==> src/rtl/pgwalk_pkg.sv <==
// Shared constants and types for the page table walker.
// Assumes 4-byte entries and an entry count per table that fills one page.
package pgwalk_pkg;
    localparam int OFF_W_DEF = 12;
    localparam int IDX_W_DEF = 10;

    // Flag positions inside every entry
    localparam int BIT_PRESENT = 0;
    localparam int BIT_RW      = 1;
    localparam int BIT_US      = 2;
    localparam int BIT_ACC     = 5;
    localparam int BIT_DIRTY   = 6;

    typedef enum logic [2:0] {
        ST_IDLE,
        ST_READ_PDE,
        ST_UPD_PDE,
        ST_READ_PTE,
        ST_UPD_PTE,
        ST_DONE,
        ST_FAULT
    } walk_state_e;
endpackage

==> src/rtl/pgwalk_addr.sv <==
// Address formation for the walk: directory entry address, table entry
// address and final physical address. Purely combinational.
// Assumes entry size in bytes is 2**(OFF_W-IDX_W).
module pgwalk_addr
    import pgwalk_pkg::*;
#(
    parameter  int OFF_W   = OFF_W_DEF,
    parameter  int IDX_W   = IDX_W_DEF,
    localparam int ADDR_W  = OFF_W + 2 * IDX_W,
    localparam int FRAME_W = ADDR_W - OFF_W,
    localparam int ENT_LG  = OFF_W - IDX_W
) (
    input  logic [ADDR_W-1:0]  va_i,
    input  logic [FRAME_W-1:0] dir_frame_i,
    input  logic [ADDR_W-1:0]  pde_i,
    input  logic [ADDR_W-1:0]  pte_i,
    output logic [ADDR_W-1:0]  pde_addr_o,
    output logic [ADDR_W-1:0]  pte_addr_o,
    output logic [ADDR_W-1:0]  phys_o
);
    // Concatenate frame, index and entry-size zeros
    always_comb begin
        pde_addr_o = {dir_frame_i, va_i[ADDR_W-1 -: IDX_W], {ENT_LG{1'b0}}};
        pte_addr_o = {pde_i[ADDR_W-1 -: FRAME_W], va_i[OFF_W +: IDX_W], {ENT_LG{1'b0}}};
        phys_o     = {pte_i[ADDR_W-1 -: FRAME_W], va_i[OFF_W-1:0]};
    end
endmodule

==> src/rtl/pgwalk_flags.sv <==
// Flag update for one fetched entry: present test, accessed set and, for
// the leaf level only, dirty set on writes. Reports whether a write-back
// is needed. Assumes flags are only ever set, never cleared.
module pgwalk_flags
    import pgwalk_pkg::*;
#(
    parameter int W    = 32,
    parameter bit LEAF = 1'b0
) (
    input  logic [W-1:0] entry_i,
    input  logic         is_write_i,
    output logic         present_o,
    output logic [W-1:0] upd_o,
    output logic         wb_o
);
    logic [W-1:0] dirty_mask;

    // Dirty marking exists only at the leaf level
    generate
        if (LEAF) begin : g_leaf
            always_comb dirty_mask = is_write_i ? (W'(1) << BIT_DIRTY) : '0;
        end else begin : g_dir
            always_comb dirty_mask = '0;
        end
    endgenerate

    // Merge flags and decide on write-back
    always_comb begin
        present_o = entry_i[BIT_PRESENT];
        upd_o     = entry_i | (W'(1) << BIT_ACC) | dirty_mask;
        wb_o      = present_o && (upd_o != entry_i);
    end
endmodule

==> src/rtl/pgwalk_fsm.sv <==
// Walk sequencer: accepts a request in idle, reads the directory entry,
// optionally writes it back, reads the table entry, optionally writes it
// back, then presents a one-cycle result or fault. Holds the request
// fields and fetched entries. Assumes one outstanding memory read, with the
// response arriving at least one cycle after the read is accepted.
module pgwalk_fsm
    import pgwalk_pkg::*;
#(
    parameter  int OFF_W   = OFF_W_DEF,
    parameter  int IDX_W   = IDX_W_DEF,
    localparam int ADDR_W  = OFF_W + 2 * IDX_W,
    localparam int FRAME_W = ADDR_W - OFF_W
) (
    input  logic               clk,
    input  logic               rst_n,
    input  logic               req_valid,
    output logic               req_ready,
    input  logic [ADDR_W-1:0]  req_vaddr,
    input  logic               req_write,
    input  logic [FRAME_W-1:0] dir_frame_i,
    output logic [FRAME_W-1:0] dir_frame_q,
    output logic [ADDR_W-1:0]  va_q,
    output logic               write_q,
    output logic [ADDR_W-1:0]  pde_q,
    output logic [ADDR_W-1:0]  pte_q,
    input  logic [ADDR_W-1:0]  pde_addr_i,
    input  logic [ADDR_W-1:0]  pte_addr_i,
    input  logic [ADDR_W-1:0]  phys_i,
    input  logic               pde_present_i,
    input  logic               pde_wb_i,
    input  logic [ADDR_W-1:0]  pde_upd_i,
    input  logic               pte_present_i,
    input  logic               pte_wb_i,
    input  logic [ADDR_W-1:0]  pte_upd_i,
    output logic               mem_req_valid,
    input  logic               mem_req_ready,
    output logic               mem_req_write,
    output logic [ADDR_W-1:0]  mem_req_addr,
    output logic [ADDR_W-1:0]  mem_req_wdata,
    output logic               mem_lock,
    input  logic               mem_rsp_valid,
    output logic               res_valid,
    output logic               res_fault,
    output logic [ADDR_W-1:0]  res_paddr,
    output logic               res_rw,
    output logic               res_us,
    output logic [ADDR_W-1:0]  fault_addr
);
    walk_state_e state_q;
    logic        issued_q;
    logic        in_read, in_upd, on_dir, rsp_take, miss_now;

    // Decode the state into port-level controls
    always_comb begin
        in_read       = (state_q == ST_READ_PDE) || (state_q == ST_READ_PTE);
        in_upd        = (state_q == ST_UPD_PDE) || (state_q == ST_UPD_PTE);
        on_dir        = (state_q == ST_READ_PDE) || (state_q == ST_UPD_PDE);
        rsp_take      = in_read && issued_q && mem_rsp_valid;
        miss_now      = rsp_take && (on_dir ? !pde_present_i : !pte_present_i);
        req_ready     = (state_q == ST_IDLE);
        mem_req_valid = (in_read && !issued_q) || in_upd;
        mem_req_write = in_upd;
        mem_lock      = in_read || in_upd;
        mem_req_addr  = on_dir ? pde_addr_i : pte_addr_i;
        mem_req_wdata = on_dir ? pde_q : pte_q;
        res_valid     = (state_q == ST_DONE) || (state_q == ST_FAULT);
        res_fault     = (state_q == ST_FAULT);
        res_paddr     = (state_q == ST_DONE) ? phys_i : '0;
        res_rw        = (state_q == ST_DONE) && pde_q[BIT_RW] && pte_q[BIT_RW];
        res_us        = (state_q == ST_DONE) && pde_q[BIT_US] && pte_q[BIT_US];
    end

    // Capture request fields when a walk starts
    always_ff @(posedge clk) begin
        if (!rst_n) begin
            va_q        <= '0;
            write_q     <= 1'b0;
            dir_frame_q <= '0;
        end else if (state_q == ST_IDLE && req_valid) begin
            va_q        <= req_vaddr;
            write_q     <= req_write;
            dir_frame_q <= dir_frame_i;
        end
    end

    // Hold fetched entries with their updated flags
    always_ff @(posedge clk) begin
        if (!rst_n) begin
            pde_q <= '0;
            pte_q <= '0;
        end else if (rsp_take) begin
            if (on_dir) pde_q <= pde_upd_i;
            else        pte_q <= pte_upd_i;
        end
    end

    // Track whether the current read has been accepted
    always_ff @(posedge clk) begin
        if (!rst_n)                           issued_q <= 1'b0;
        else if (rsp_take)                    issued_q <= 1'b0;
        else if (in_read && mem_req_ready)    issued_q <= 1'b1;
    end

    // Remember the linear address of the latest fault
    always_ff @(posedge clk) begin
        if (!rst_n)        fault_addr <= '0;
        else if (miss_now) fault_addr <= va_q;
    end

    // Walk state transitions
    always_ff @(posedge clk) begin
        if (!rst_n) begin
            state_q <= ST_IDLE;
        end else begin
            case (state_q)
                ST_IDLE:     if (req_valid) state_q <= ST_READ_PDE;
                ST_READ_PDE: if (rsp_take) begin
                                 if (!pde_present_i) state_q <= ST_FAULT;
                                 else if (pde_wb_i)  state_q <= ST_UPD_PDE;
                                 else                state_q <= ST_READ_PTE;
                             end
                ST_UPD_PDE:  if (mem_req_ready) state_q <= ST_READ_PTE;
                ST_READ_PTE: if (rsp_take) begin
                                 if (!pte_present_i) state_q <= ST_FAULT;
                                 else if (pte_wb_i)  state_q <= ST_UPD_PTE;
                                 else                state_q <= ST_DONE;
                             end
                ST_UPD_PTE:  if (mem_req_ready) state_q <= ST_DONE;
                default:     state_q <= ST_IDLE;
            endcase
        end
    end

    // A pending request keeps its address and direction until accepted
    assert_hold_request_R10: assert property (@(posedge clk) disable iff (!rst_n)
        mem_req_valid && !mem_req_ready |=> mem_req_valid && $stable(mem_req_addr)
                                            && $stable(mem_req_write));

    // Memory is only driven while a walk is running
    assert_busy_not_ready_R9: assert property (@(posedge clk) disable iff (!rst_n)
        mem_req_valid |-> !req_ready);

    // Results are single pulses followed by idle
    assert_result_pulse_R9: assert property (@(posedge clk) disable iff (!rst_n)
        res_valid |=> !res_valid && req_ready);

    // Write-backs happen only inside the locked window
    assert_write_locked_R7: assert property (@(posedge clk) disable iff (!rst_n)
        mem_req_valid && mem_req_write |-> mem_lock);

    // Written entries are present and carry the accessed flag
    assert_wb_accessed_R5: assert property (@(posedge clk) disable iff (!rst_n)
        mem_req_valid && mem_req_write |-> mem_req_wdata[BIT_ACC] && mem_req_wdata[BIT_PRESENT]);

    // The fault register shows the faulting address during a fault result
    assert_fault_capture_R4: assert property (@(posedge clk) disable iff (!rst_n)
        res_fault |-> fault_addr == va_q);

    // The fault register moves only on entry to the fault state
    assert_fault_hold_R4: assert property (@(posedge clk) disable iff (!rst_n)
        !$stable(fault_addr) |-> state_q == ST_FAULT);

    // A fault result carries no physical address
    assert_fault_zero_R3: assert property (@(posedge clk) disable iff (!rst_n)
        res_fault |-> res_paddr == '0 && !res_rw && !res_us);
endmodule

==> src/rtl/pgwalk_top.sv <==
// Two-level page table walker. Connects the sequencer, the address
// formation and one flag-update unit per table level. The read data is
// examined as it arrives, so the write-back decision costs no extra cycle.
// Assumes the memory returns exactly one response per accepted read.
module pgwalk_top
    import pgwalk_pkg::*;
#(
    parameter  int OFF_W   = OFF_W_DEF,
    parameter  int IDX_W   = IDX_W_DEF,
    localparam int ADDR_W  = OFF_W + 2 * IDX_W,
    localparam int FRAME_W = ADDR_W - OFF_W
) (
    input  logic               clk,
    input  logic               rst_n,
    input  logic               req_valid,
    output logic               req_ready,
    input  logic [ADDR_W-1:0]  req_vaddr,
    input  logic               req_write,
    input  logic [FRAME_W-1:0] dir_base,
    output logic               mem_req_valid,
    input  logic               mem_req_ready,
    output logic               mem_req_write,
    output logic [ADDR_W-1:0]  mem_req_addr,
    output logic [ADDR_W-1:0]  mem_req_wdata,
    output logic               mem_lock,
    input  logic               mem_rsp_valid,
    input  logic [ADDR_W-1:0]  mem_rsp_rdata,
    output logic               res_valid,
    output logic               res_fault,
    output logic [ADDR_W-1:0]  res_paddr,
    output logic               res_rw,
    output logic               res_us,
    output logic [ADDR_W-1:0]  fault_addr
);
    logic [FRAME_W-1:0] dir_frame_q;
    logic [ADDR_W-1:0]  va_q, pde_q, pte_q;
    logic               write_q;
    logic [ADDR_W-1:0]  pde_addr, pte_addr, phys;
    logic               pde_present, pde_wb, pte_present, pte_wb;
    logic [ADDR_W-1:0]  pde_upd, pte_upd;

    pgwalk_addr #(.OFF_W(OFF_W), .IDX_W(IDX_W)) u_addr (
        .va_i        (va_q),
        .dir_frame_i (dir_frame_q),
        .pde_i       (pde_q),
        .pte_i       (pte_q),
        .pde_addr_o  (pde_addr),
        .pte_addr_o  (pte_addr),
        .phys_o      (phys)
    );

    pgwalk_flags #(.W(ADDR_W), .LEAF(1'b0)) u_dir_flags (
        .entry_i    (mem_rsp_rdata),
        .is_write_i (write_q),
        .present_o  (pde_present),
        .upd_o      (pde_upd),
        .wb_o       (pde_wb)
    );

    pgwalk_flags #(.W(ADDR_W), .LEAF(1'b1)) u_leaf_flags (
        .entry_i    (mem_rsp_rdata),
        .is_write_i (write_q),
        .present_o  (pte_present),
        .upd_o      (pte_upd),
        .wb_o       (pte_wb)
    );

    pgwalk_fsm #(.OFF_W(OFF_W), .IDX_W(IDX_W)) u_fsm (
        .clk           (clk),
        .rst_n         (rst_n),
        .req_valid     (req_valid),
        .req_ready     (req_ready),
        .req_vaddr     (req_vaddr),
        .req_write     (req_write),
        .dir_frame_i   (dir_base),
        .dir_frame_q   (dir_frame_q),
        .va_q          (va_q),
        .write_q       (write_q),
        .pde_q         (pde_q),
        .pte_q         (pte_q),
        .pde_addr_i    (pde_addr),
        .pte_addr_i    (pte_addr),
        .phys_i        (phys),
        .pde_present_i (pde_present),
        .pde_wb_i      (pde_wb),
        .pde_upd_i     (pde_upd),
        .pte_present_i (pte_present),
        .pte_wb_i      (pte_wb),
        .pte_upd_i     (pte_upd),
        .mem_req_valid (mem_req_valid),
        .mem_req_ready (mem_req_ready),
        .mem_req_write (mem_req_write),
        .mem_req_addr  (mem_req_addr),
        .mem_req_wdata (mem_req_wdata),
        .mem_lock      (mem_lock),
        .mem_rsp_valid (mem_rsp_valid),
        .res_valid     (res_valid),
        .res_fault     (res_fault),
        .res_paddr     (res_paddr),
        .res_rw        (res_rw),
        .res_us        (res_us),
        .fault_addr    (fault_addr)
    );
endmodule

==> config.mk <==
export PLATFORM = sky130hd
export DESIGN_NAME = pgwalk_top
export DESIGN_NICKNAME = d
export VERILOG_FILES = /design/src/rtl/pgwalk_pkg.sv /design/src/rtl/pgwalk_addr.sv /design/src/rtl/pgwalk_flags.sv /design/src/rtl/pgwalk_fsm.sv /design/src/rtl/pgwalk_top.sv
export SDC_FILE = /design/constraint.sdc
export NUM_CORES = 1
export LEC_CHECK = 0
export ABC_CLOCK_PERIOD_IN_PS = 1300
export BUFFER_PORTS_ARGS = -buffer_cell sky130_fd_sc_hd__buf_2
export CAP_MARGIN = 20
export CORE_ASPECT_RATIO = 1.1
export CORE_MARGIN = 4
export CORE_UTILIZATION = 48
export DETAILED_ROUTE_END_ITERATION = 12
export PLACE_DENSITY = 0.77
export SLEW_MARGIN = 40
export SYNTH_ARGS = -nofsm -noshare
export SYNTH_HDL_FRONTEND = slang
export SYNTH_HIERARCHICAL = 1
export SYNTH_SLANG_ARGS = --single-unit
export TNS_END_PERCENT = 1
==> constraint.sdc <==
create_clock -name clk -period 1.3 [get_ports clk]
set_input_delay 0.065 -clock clk [delete_from_list [all_inputs] [get_ports clk]]
set_output_delay 0.065 -clock clk [all_outputs]
set_load 0.05 [all_outputs]
### Word-level counts from Yosys, hierarchy flattened

Cells that the tools add are included.

| operators by class | value |
|---|---|
| $add $sub $neg | 0 |
| multiply operators | 0 |
| divide/modulo/power cells | 0 |
| magnitude comparators | 0 |
| eq/ne operators | 12 |
| shift-type cells | 0 |
| muxes and demuxes | 14 |
| bitwise operators | 4 |
| reduce and logical (&&, ||, !) cells | 25 |

Operator list:

| kind | number |
|---|---|
| $mux 32 | 3 |
| $ne 32x32->1 | 1 |
| $or 32x32->32 | 1 |
| $mux 3 | 7 |
| $pmux 3 s5 | 1 |
| $logic_and 1x1->1 | 12 |
| $eq 3x3->1 const B | 3 |
| $mux 7 | 1 |
| $eq 3x2->1 const B | 2 |
| $logic_or 1x1->1 | 6 |
| $ne 2x2->1 const B | 3 |
| $reduce_and 5->1 | 1 |
| $ne 2x1->1 const B | 2 |
| $reduce_and 2->1 | 2 |
| $eq 3x1->1 const B | 1 |
| $logic_not 3->1 | 1 |
| $not 1->1 | 3 |
| $logic_not 1->1 | 2 |
| $mux 1 | 2 |
| $reduce_or 2->1 | 1 |

| storage, ports and cells | value |
|---|---|
| bits in registers | 153 |
| bits in latches | 0 |
| RAM bits | 0 |
| ROM bits | 0 |
| input bits | 90 |
| output and inout port bits | 136 |
| word-level logic and storage cells | 63 |
| memories kept | 0 |

### Longest topological paths before layout

Gate-level depths: netlist of run 1.

| logic depth | value |
|---|---|
| depth in word-level cells | 8 |
| depth in mapped cells | 8 |
| depth with buffers taken out | 6 |

### By module

The synthesis of run 1 kept the hierarchy.

By module, submodules not included:

| module | instances | cells an instance | area an instance (sq um) | seq. area each (sq um) |
|---|---|---|---|---|
| pgwalk_fsm | 1 | 811 | 6906.6 | 3062.9 |
| pgwalk_addr | 1 | 97 | 724.4 | 0.0 |
| pgwalk_flags (u_dir_flags) | 1 | 35 | 265.3 | 0.0 |
| pgwalk_flags (u_leaf_flags) | 1 | 36 | 264.0 | 0.0 |

### Worst setup path after synthesis of run 1

Ideal clock, no wire load.

| timing path | value |
|---|---|
| path kind | register -> output |
| from | register u_fsm.state_q[1] |
| to | output mem_req_valid |
| arrival | 1.924 ns |
| data required time | 1.235 ns |
| slack | -0.689 ns |
| cell stages (with the launch flop) | 6 |
| path buffers | 2 |
| path through | dfxtp_1 > buf_2 > buf_2 > nor2b_1 > a21oi_1 > o21ai_0 |

| between the ends | value |
|---|---|
| longest elaborated chain between the ends | 4 |
| elaborated cells between the ends (all ways) | 8 |
| classes of those cells | eq/ne: 4; reduce/logical: 4 |

Ends and longest elaborated chain:

| item | RTL line | source |
|---|---|---|
| from (decl) | pgwalk_fsm.sv:49 | `walk_state_e state_q;` |
| from (signal assigned) | pgwalk_fsm.sv:113 | `state_q <= ST_IDLE;` |
| from (signal assigned) | pgwalk_fsm.sv:116 | `ST_IDLE: if (req_valid) state_q <= ST_READ_PDE;` |
| from (signal assigned) | pgwalk_fsm.sv:118 | `if (!pde_present_i) state_q <= ST_FAULT;` |
| $eq 3x1->1 or $eq 3x2->1 (tied branches) | pgwalk_fsm.sv:55 | `in_read = (state_q == ST_READ_PDE) \|\| (state_q == ST_READ_PTE);` |
| $logic_or 1x1->1 | pgwalk_fsm.sv:55 |  |
| $logic_and 1x1->1 | pgwalk_fsm.sv:61 | `mem_req_valid = (in_read && !issued_q) \|\| in_upd;` |
| $logic_or 1x1->1 (*) | pgwalk_fsm.sv:61 |  |
| to (decl) | pgwalk_top.sv:20 | `output logic mem_req_valid,` |

Mark *: on every way between the ends. The rest lies on a longest branch, timed or not.

### Worst setup path after layout of run 1

| timing path | value |
|---|---|
| from | register u_fsm.state_q[0] |
| to | output mem_req_addr[15] |

| between the ends | value |
|---|---|
| longest elaborated chain between the ends | 3 |
| elaborated cells between the ends (all ways) | 4 |
| classes of those cells | eq/ne: 2; mux: 1; reduce/logical: 1 |

Ends and longest elaborated chain:

| item | RTL line | source |
|---|---|---|
| $eq 3x1->1 or $eq 3x2->1 (tied branches) | pgwalk_fsm.sv:57 | `on_dir = (state_q == ST_READ_PDE) \|\| (state_q == ST_UPD_PDE);` |
| $logic_or 1x1->1 (*) | pgwalk_fsm.sv:57 |  |
| $mux 32 (*) | pgwalk_fsm.sv:64 | `mem_req_addr = on_dir ? pde_addr_i : pte_addr_i;` |
| to (decl) | pgwalk_top.sv:23 | `output logic [ADDR_W-1:0] mem_req_addr,` |

Marked as above.

==> run metrics, run 1 <==
status=complete, but fails checks; failing checks=negative setup slack; first-pass GRT wire length=35900 um; Min Clock Period, post-route=between 1.5 and 2 ns; capturing element type of the critical path=output port; R2R Path Start=u_fsm/state_q[1]$_SDFFE_PN0P_; Num Clock Sinks=about 150; YS warnings=6; I/O pins=roughly 230; Hold Vio Cnt, Final=0; Layout Nets=1218; number of flops mapped to enable cells by yosys=0; achievable frequency=522 MHz; Worst EP required=1.24 ns; die footprint=19200 um2; CTS tree=yes; Netlist cell types=37; largest net degree at the start of global routing=between 80 and 90; DR vias=just under 7000; Post-DRT Antenna Nets=0; Cell Int Power=0.00931 W; HP Start=mem_rsp_valid; Clock Path Buffers=2; root buffer cell=clkbuf_16; most common cell after layout, fill and taps aside=nand2_1; critical path fanouts, max=10; Setup crit start=u_fsm/state_q[0]$_SDFFE_PN0P_; Mapped Area=8160 um2; Layout Utilization=65.3%; Worst setup SP type=flip-flop; GPL Wtd Cong=0.787; routed length per instance=17.1 um; clock slew at reported path FFs=0.06 ns; critical path arrival=1.85 ns; clock share of power=between 40% and 50%; switching power=0.00322 W; placed cell count=1219; Pleak=between 4 and 5 nW; FFs w/ async S/R, synth=0%; vias in the first global route=7091; largest area contributor in the netlist=dfxtp_1; worst clock skew=0.00578 ns; DPL Wire Length=13800 um; Peak VDD IR=861 uV; fin crit share=147%; Initial Utilization=49.5%; Tot GR Track Use=23.4%; Syn Area/Cell=approximately 8.3 um2; First-pass DRT Iterations=4; port bufs=223; Core Region=16500 um2; critical path type=flip-flop to output port; # rows=between 40 and 50; die boundary width=~130 um; Layout area overhead=32.0%; final setup vio count=roughly 250; Seq pwr share=around two fifths; synth top area cells=dfxtp_1, buf_4, nand2_1; Min-Delay Path Class=primary input to flip-flop; final cell count without fillers=1348; CTS buffer count=17; DRC=0; Design Power=between 0.01 and 0.015 W; Max-Cap Viols=0; Max Slew Vio Count=0; combinational fraction of design power=between 15 and 20%; number of DRC markers in iteration 0=approximately 340; switch share=25.7%; vias per cell=5.09; PwrDens=1160 nW/um2; post-synthesis sequential area ratio=37.5%; post-route worst setup slack=-0.617 ns; RSZ-0062 raised after global routing=true; fraction of layout cells with a size suffix above 1=about a third; Skew-Pair Late Insertion Delay=0.41 ns; Seq cells post-synth=153; most frequent cells in the layout=nand2_1, dfxtp_1, buf_2; total gr overflow=0; Synth top area share=roughly 38%; H-tree depth=4; initial antenna violation count=4; ys flop type=dfxtp_1; Post-Route WL=23100 um; die height=145 um; Cells after Synth=979
==> cell families after synthesis <==
family / after synthesis / synth area share, %
simple gates: 370 / 19.2
xor+xnor: 3 / 0.322
mux: 64 / 8.83
buf+inv: 227 / 19.4
compound gates: 159 / 14.6
flops: 153 / 37.5
other cells: 3 / 0.138
==> routing by layer <==
layer  vias to the layer above  global-route usage [%]  share of wire (%)
met3                        52                    6.98                6.6
met1                      3263                    25.4                 38
li1                       3278                       -                  -
met5                         -                       0              0.056
met4                         2                    10.9                3.4
met2                       261                    42.2                 52
==> Yosys cell counts, types with 2 or more instances <==
library cell	number
nand2_1	307
buf_4	170
dfxtp_1	153
a21boi_0	96
mux2_2	59
a21boi_1	56
and2_1	36
clkbuf_1	25
buf_2	22
buf_6	9
mux2_1	5
nand2b_1	5
and3_1	3
conb_1	3
xnor2_1	3
a21oi_1	2
nand3_1	2
nor2_1	2
nor2b_1	2
nor3_1	2
==> path summary, 6_finish.rpt <==
path	slack (ns)	to	cells after the start
setup / recovery	-0.62	mem_req_addr[15]	6
hold / removal	0.13	u_fsm/state_q[0]$_SDFFE_PN0P_	5
setup reg to reg	-0.25	u_fsm/va_q[12]$_SDFFE_PN0P_	7
hold reg to reg	0.45	u_fsm/fault_addr[2]$_SDFFE_PN0P_	2
==> sequential cells by signal, indices dropped and copies added (netlist names) <==
signal and cells:
u_fsm/dir_frame_q 20, u_fsm/fault_addr 32, u_fsm/issued_q 1, u_fsm/pde_q 32, u_fsm/pte_q 32, u_fsm/state_q 3, u_fsm/va_q 32, u_fsm/write_q 1
==> power groups by stage <==
stage                     registers [W]  logic (W)  clock network, W
after floorplan                 0.00501    0.00138                 0
after detailed placement        0.00503    0.00158                 0
after global routing            0.00495    0.00222           0.00575
after CTS                       0.00493    0.00205           0.00556
after global placement          0.00503    0.00155                 0
final                           0.00494    0.00210           0.00549
==> worst max-delay path: stages (launching register included) <==
cell and delay (ns):
dfxtp_2 0.35, xnor2_2 0.15, nor2_4 0.13, buf_6 0.15, buf_16 0.14, mux2_2 0.35
buf_6 0.16
==> metrics by stage <==
| step | setup slack [ns] | hold slack, ns | TNS (ns) | cell area [um2] |
|---|---|---|---|---|
| 2_1_floorplan | -0.315 | 0.200 | -47.25 | 8210 |
| 3_3_place_gp | -0.217 | 0.305 | -32.26 | 8430 |
| 4_1_cts | -0.660 | 0.110 | -78.64 | 10700 |
| 5_1_grt | -0.690 | 0.154 | -95.76 | 10800 |
| 6_report | -0.617 | 0.131 | -74.19 | 10800 |
| 3_5_place_dp | -0.255 | 0.310 | -43.20 | 8430 |
==> cell type report <==
cell class / instances / area (um2)
fill: 1263 / 5720
multi-input combinational: 602 / 3600
timing repair buffer: 353 / 3190
sequential: 153 / 3070
clock buffer: 18 / 439
tap: 204 / 255
clock inverter: 14 / 218
antenna: 3 / 7.51
inverter: 1 / 3.75
==> what timing repair did <==
item                                    in CTS  in global routing
gates resized for setup                    211                 15
buffers inserted                             4                  1
hold buffers                                87                  0
hold endpoints to repair                   115                  0
endpoints found under the setup margin     253                253
pin swaps                                    2                  2
gates cloned                                 3                  0
Power figures use the tool's default switching activity.
==> run 2: changes to the inputs <==
--- a/config.mk
+++ b/config.mk
@@ -8,11 +8,13 @@
 export ABC_CLOCK_PERIOD_IN_PS = 1300
 export BUFFER_PORTS_ARGS = -buffer_cell sky130_fd_sc_hd__buf_2
 export CAP_MARGIN = 20
+export CELL_PAD_IN_SITES_DETAIL_PLACEMENT = 1
+export CELL_PAD_IN_SITES_GLOBAL_PLACEMENT = 1
 export CORE_ASPECT_RATIO = 1.1
 export CORE_MARGIN = 4
-export CORE_UTILIZATION = 48
+export CORE_UTILIZATION = 35
 export DETAILED_ROUTE_END_ITERATION = 12
-export PLACE_DENSITY = 0.77
+export PLACE_DENSITY_LB_ADDON = 0.1
 export SLEW_MARGIN = 40
 export SYNTH_ARGS = -nofsm -noshare
 export SYNTH_HDL_FRONTEND = slang
==> run metrics, run 2 (same netlist as run 1, synthesis figures left out) <==
total gr overflow=0; CTS buffer count=17; die height=168 um; # rows=58; CTS tree=yes; # Post-CTS Setup Buffers=0; Fillers=between 2000 and 3000; Worst setup SP type=flip-flop; Worst EP required=approximately 1.2 ns; worst clock skew=between 0.01 and 0.015 ns; crit-path cells=xnor2_2 > nor2_4 > buf_12 > mux2_2 > buf_4; Pleak=approximately 4.5 nW; root buffer cell=clkbuf_16; RSZ-0062 raised after global routing=true; fraction of layout cells with a size suffix above 1=about a third; die footprint=roughly 26000 um2; DR vias=6484; Initial Utilization=35.6%; Max-Cap Viols=0; Post-DRT Antenna Nets=0; capturing element type of the critical path=output port; final cell count without fillers=1429; achievable frequency=518 MHz; post-route worst setup slack=-0.629 ns; I/O pins=226; number of DRC markers in iteration 0=around 120; final setup vio count=252; critical path arrival=1.86 ns; Min Clock Period, post-route=1.93 ns; largest net degree at the start of global routing=76; Layout area overhead=31.8%; Hold Vio Cnt, Final=0; Peak VDD IR=802 uV; CP max stage cell=mux2_2; Placement Setup Slack=-0.282 ns; clock slew at reported path FFs=around 0.06 ns; Layout Nets=1206; post-route setup TNS=-73.61 ns; Core Region=approximately 23000 um2; Skew-Pair Late Insertion Delay=0.42 ns; Num Clock Sinks=153; Clock Path Buffers=2; routed length per instance=16.4 um; initial antenna violation count=1; die boundary width=154 um; H-tree depth=4; most frequent cells in the layout=nand2_1, dfxtp_1, buf_2; critical path type=flip-flop to output port; critical path fanouts, max=36; DPL Wire Length=about 16000 um; most common cell after layout, fill and taps aside=nand2_1; first-pass GRT wire length=38200 um; Min-Delay Path Class=primary input to flip-flop; placed cell count=1311; failing checks=negative setup slack; Max Slew Vio Count=0; status=complete, but fails checks; Tot GR Track Use=18.3%; GPL Wtd Cong=0.720; port bufs=~220; slowest stage delay, CP=0.37 ns; vias per cell=about 4.5; Post-Route WL=between 20000 and 25000 um; First-pass DRT Iterations=4; fin crit share=148%; vias in the first global route=~7000; Antenna Cells=0; DRC=0; PwrDens=1100 nW/um2
run 2: cell count changes in the layout (fill, tap and decap cells not counted), sizes merged:
cell         previous run  this run
buf                   266       254
bufinv                  5         1
clkbuf                 18        20
clkinv                  2         7
clkinvlp                3         1
diode                   3         0
dlygate4sd3            87        86
run 2: timing repair:
item,in CTS,in global routing
resized for setup,229,30
setup endpoints to repair,253,254
pin swaps,9,0
hold buffers,86,0
endpoints found under the hold margin,115,0
run 2: through the flow:
step / cell area (um2) / power, W / hold WS (ns) / util [%]
after floorplan: 8210 / 0.00640 / 0.200 / -
after detailed placement: 8500 / 0.00663 / 0.311 / 37.1
after global routing: 10800 / 0.0124 / 0.153 / 46.9
final: 10800 / 0.0118 / 0.116 / 46.9
after global placement: 8500 / 0.00662 / 0.308 / 37.1
after CTS: 10700 / 0.0120 / 0.115 / 46.5
run 2: area by class of cell:
cell class	count	area (um2)	area share, %
multi-input combinational	602	3630	33.8
tap	300	375	3.49
clock inverter	13	138	1.28
clock buffer	19	453	4.21
timing repair buffer	341	3090	28.7
inverter	1	3.75	0.0349
sequential	153	3070	28.5
run 2: path summary, 6_finish.rpt:
| check | startpoint | endpoint | slack, ns | cells after the start |
|---|---|---|---|---|
| worst max-delay path | u_fsm/state_q[0]$_SDFFE_PN0P_ | mem_req_wdata[0] | -0.63 | 5 |
| worst min-delay path | mem_rsp_valid | u_fsm/state_q[0]$_SDFFE_PN0P_ | 0.12 | 5 |
| worst max register to register | u_fsm/state_q[2]$_SDFFE_PN0P_ | u_fsm/pde_q[27]$_SDFFE_PN0P_ | -0.21 | 5 |
| worst min register to register | u_fsm/dir_frame_q[12]$_SDFFE_PN0P_ | u_fsm/dir_frame_q[12]$_SDFFE_PN0P_ | 0.45 | 2 |
run 2: worst max-delay path, delay by kind of cell, from the launching register on:
kind	cells	cell delay, ns
xor gates and xnor gates	1	0.15
DFF	1	0.34
muxes	1	0.37
buffers and inverters	2	0.43
and+or+nand+nor	1	0.15
run 2: routing by layer:
metal / wire length (um) / track usage, % / up-vias / share of wire (%)
li1: - / - / 3259 / -
met1: 10300 / 23.0 / 3068 / 44
met2: 11600 / 31.4 / 143 / 50
met3: 1330 / 5.50 / 12 / 5.7
met4: 147 / 3.42 / 2 / 0.63
met5: 13 / 0 / - / 0.055
run 2: report_power, final:
| group | switching, W | internal, W | total (W) |
|---|---|---|---|
| clock | 0.00218 | 0.00280 | 0.00498 |
| combinational | 0.00104 | 0.000885 | 0.00193 |
| sequential | 0.000108 | 0.00483 | 0.00494 |
==> run 3: changes to the inputs <==
--- a/config.mk
+++ b/config.mk
@@ -14,7 +14,7 @@
 export CORE_MARGIN = 4
 export CORE_UTILIZATION = 35
 export DETAILED_ROUTE_END_ITERATION = 12
-export PLACE_DENSITY_LB_ADDON = 0.1
+export PLACE_DENSITY_LB_ADDON = 0.15
 export SLEW_MARGIN = 40
 export SYNTH_ARGS = -nofsm -noshare
 export SYNTH_HDL_FRONTEND = slang
==> run metrics, run 3 (same netlist as run 1, synthesis figures left out) <==
met3 WL post-DR=1260 um; H-tree depth=4; crit-path cells=xnor2_2 > nor2_4 > buf_6 > buf_16 > mux2_2 > buf_6; Hold Vio Cnt, Final=0; post-route worst setup slack=-0.644 ns; Min-Delay Path Class=primary input to flip-flop; status=complete, but fails checks; worst clock skew=0.0145 ns; DR vias=between 6000 and 7000; Max-Cap Viols=0; Design Power=0.0119 W; final setup vio count=between 200 and 300; largest net degree at the start of global routing=64; capturing element type of the critical path=output port; Clock Path Buffers=2; wl on met1=10500 um; cell family with most CP delay=buffers and inverters; switching power=0.00338 W; I/O pins=226; routed length per instance=about 17 um; critical path type=flip-flop to output port; most frequent cells in the layout=nand2_1, dfxtp_1, buf_2; DR top layer=met5; Layout Nets=1216; Peak VDD IR=827 uV; GPL Wtd Cong=0.751; Post-Route WL=approximately 24000 um; Worst EP required=1.24 ns; Cell Int Power=0.00856 W; # rows=58; Buf/Inv on CP=3; First-pass DRT Iterations=4; Worst setup SP type=flip-flop; Num Clock Sinks=around 150; Initial Utilization=about 36%; total gr overflow=0; Min Clock Period, post-route=1.94 ns; met2 WL post-DR=12100 um; CTS tree=yes; CTS buffer count=17; DRC=0; Post-DRT Antenna Nets=0; Fillers=2662; first-pass GRT wire length=38600 um; failing checks=negative setup slack; fin crit share=150%; slowest stage delay, CP=between 0.3 and 0.4 ns; RSZ-0062 raised after global routing=true; Skew-Pair Late Insertion Delay=0.42 ns; CP max stage cell=dfxtp_4; fraction of layout cells with a size suffix above 1=34.6%; PwrDens=1090 nW/um2; Tot GR Track Use=18.6%; critical path fanouts, max=10; Antenna Cells=0; number of DRC markers in iteration 0=228; Core Region=22900 um2; combinational fraction of design power=18.0%; port bufs=223; Max Slew Vio Count=0; vias in the first global route=7057; most common cell after layout, fill and taps aside=nand2_1; Layout area overhead=34.1%; Hold Slack=0.0464 ns; vias per cell=4.59; clock share of power=40.7%; die footprint=25800 um2; Seq pwr share=41.3%; Pleak=roughly 4.6 nW; switch share=28.3%; post-route setup TNS=-66.19 ns; die height=168 um; die boundary width=154 um; root buffer cell=clkbuf_16; critical path arrival=around 1.9 ns; DPL Wire Length=approximately 16000 um; Most Frequent Cell on Critical Path=buf_6; achievable frequency=514 MHz; initial antenna violation count=2; clock slew at reported path FFs=0.06 ns
[run 3: stage by stage]
step           setup slack [ns]  instance area (um2)  instances  utilization (%)
2_1_floorplan            -0.315                 8210        982                -
5_1_grt                  -0.745                10900       1439             47.7
4_1_cts                  -0.692                10800       1439             47.2
3_5_place_dp             -0.278                 8570       1315             37.4
6_report                 -0.644                10900       1439             47.7
3_3_place_gp             -0.246                 8570       1315             37.4
[run 3: path summary, 6_finish.rpt]
path,startpoint,endpoint,slack (ns),cells past startpoint
setup reg to reg,u_fsm/state_q[0]$_SDFFE_PN0P_,u_fsm/va_q[22]$_SDFFE_PN0P_,-0.19,6
hold reg to reg,u_fsm/fault_addr[2]$_SDFFE_PN0P_,u_fsm/fault_addr[2]$_SDFFE_PN0P_,0.45,2
setup / recovery,u_fsm/state_q[1]$_SDFFE_PN0P_,mem_req_addr[18],-0.64,6
hold / removal,rst_n,u_fsm/state_q[1]$_SDFFE_PN0P_,0.05,2
[run 3: what timing repair did]
action	in CTS	in global routing
setup buffers	3	0
endpoints found under the setup margin	253	253
gates resized for setup	238	55
gates cloned	3	0
hold buffers	86	0
hold endpoints to repair	115	0
pin swaps	4	2
[run 3: worst register-to-register path: cells and delay by family (launching register included)]
kind	cells	cell delay [ns]
simple gates	3	0.56
flops	1	0.35
buf+inv	2	0.35
compound gates	1	0.17
[run 3: power by group through the flow]
stage                     Clock (W)  Sequential (W)  Combinational (W)
after floorplan                   0         0.00501            0.00138
after global placement            0         0.00504            0.00159
after detailed placement          0         0.00504            0.00160
after CTS                   0.00504         0.00493            0.00213
after global routing        0.00523         0.00495            0.00232
final                       0.00486         0.00493            0.00215
[run 3: layout make-up]
type / count / area [um2] / share of cell area [%]
clock inverters: 14 / 138 / 1.26
inverters: 1 / 3.75 / 0.0343
multi-input cells: 602 / 3660 / 33.5
repair buffers: 351 / 3270 / 29.9
clock buffers: 18 / 429 / 3.92
well taps: 300 / 375 / 3.43
flip-flops and latches: 153 / 3070 / 28.0
[run 3: layer usage]
layer / vias to the layer above / GRT usage, %
met1: 3147 / 22.8
met3: 20 / 4.40
met2: 155 / 32.8
met4: 4 / 4.61
met5: - / 0
li1: 3283 / -
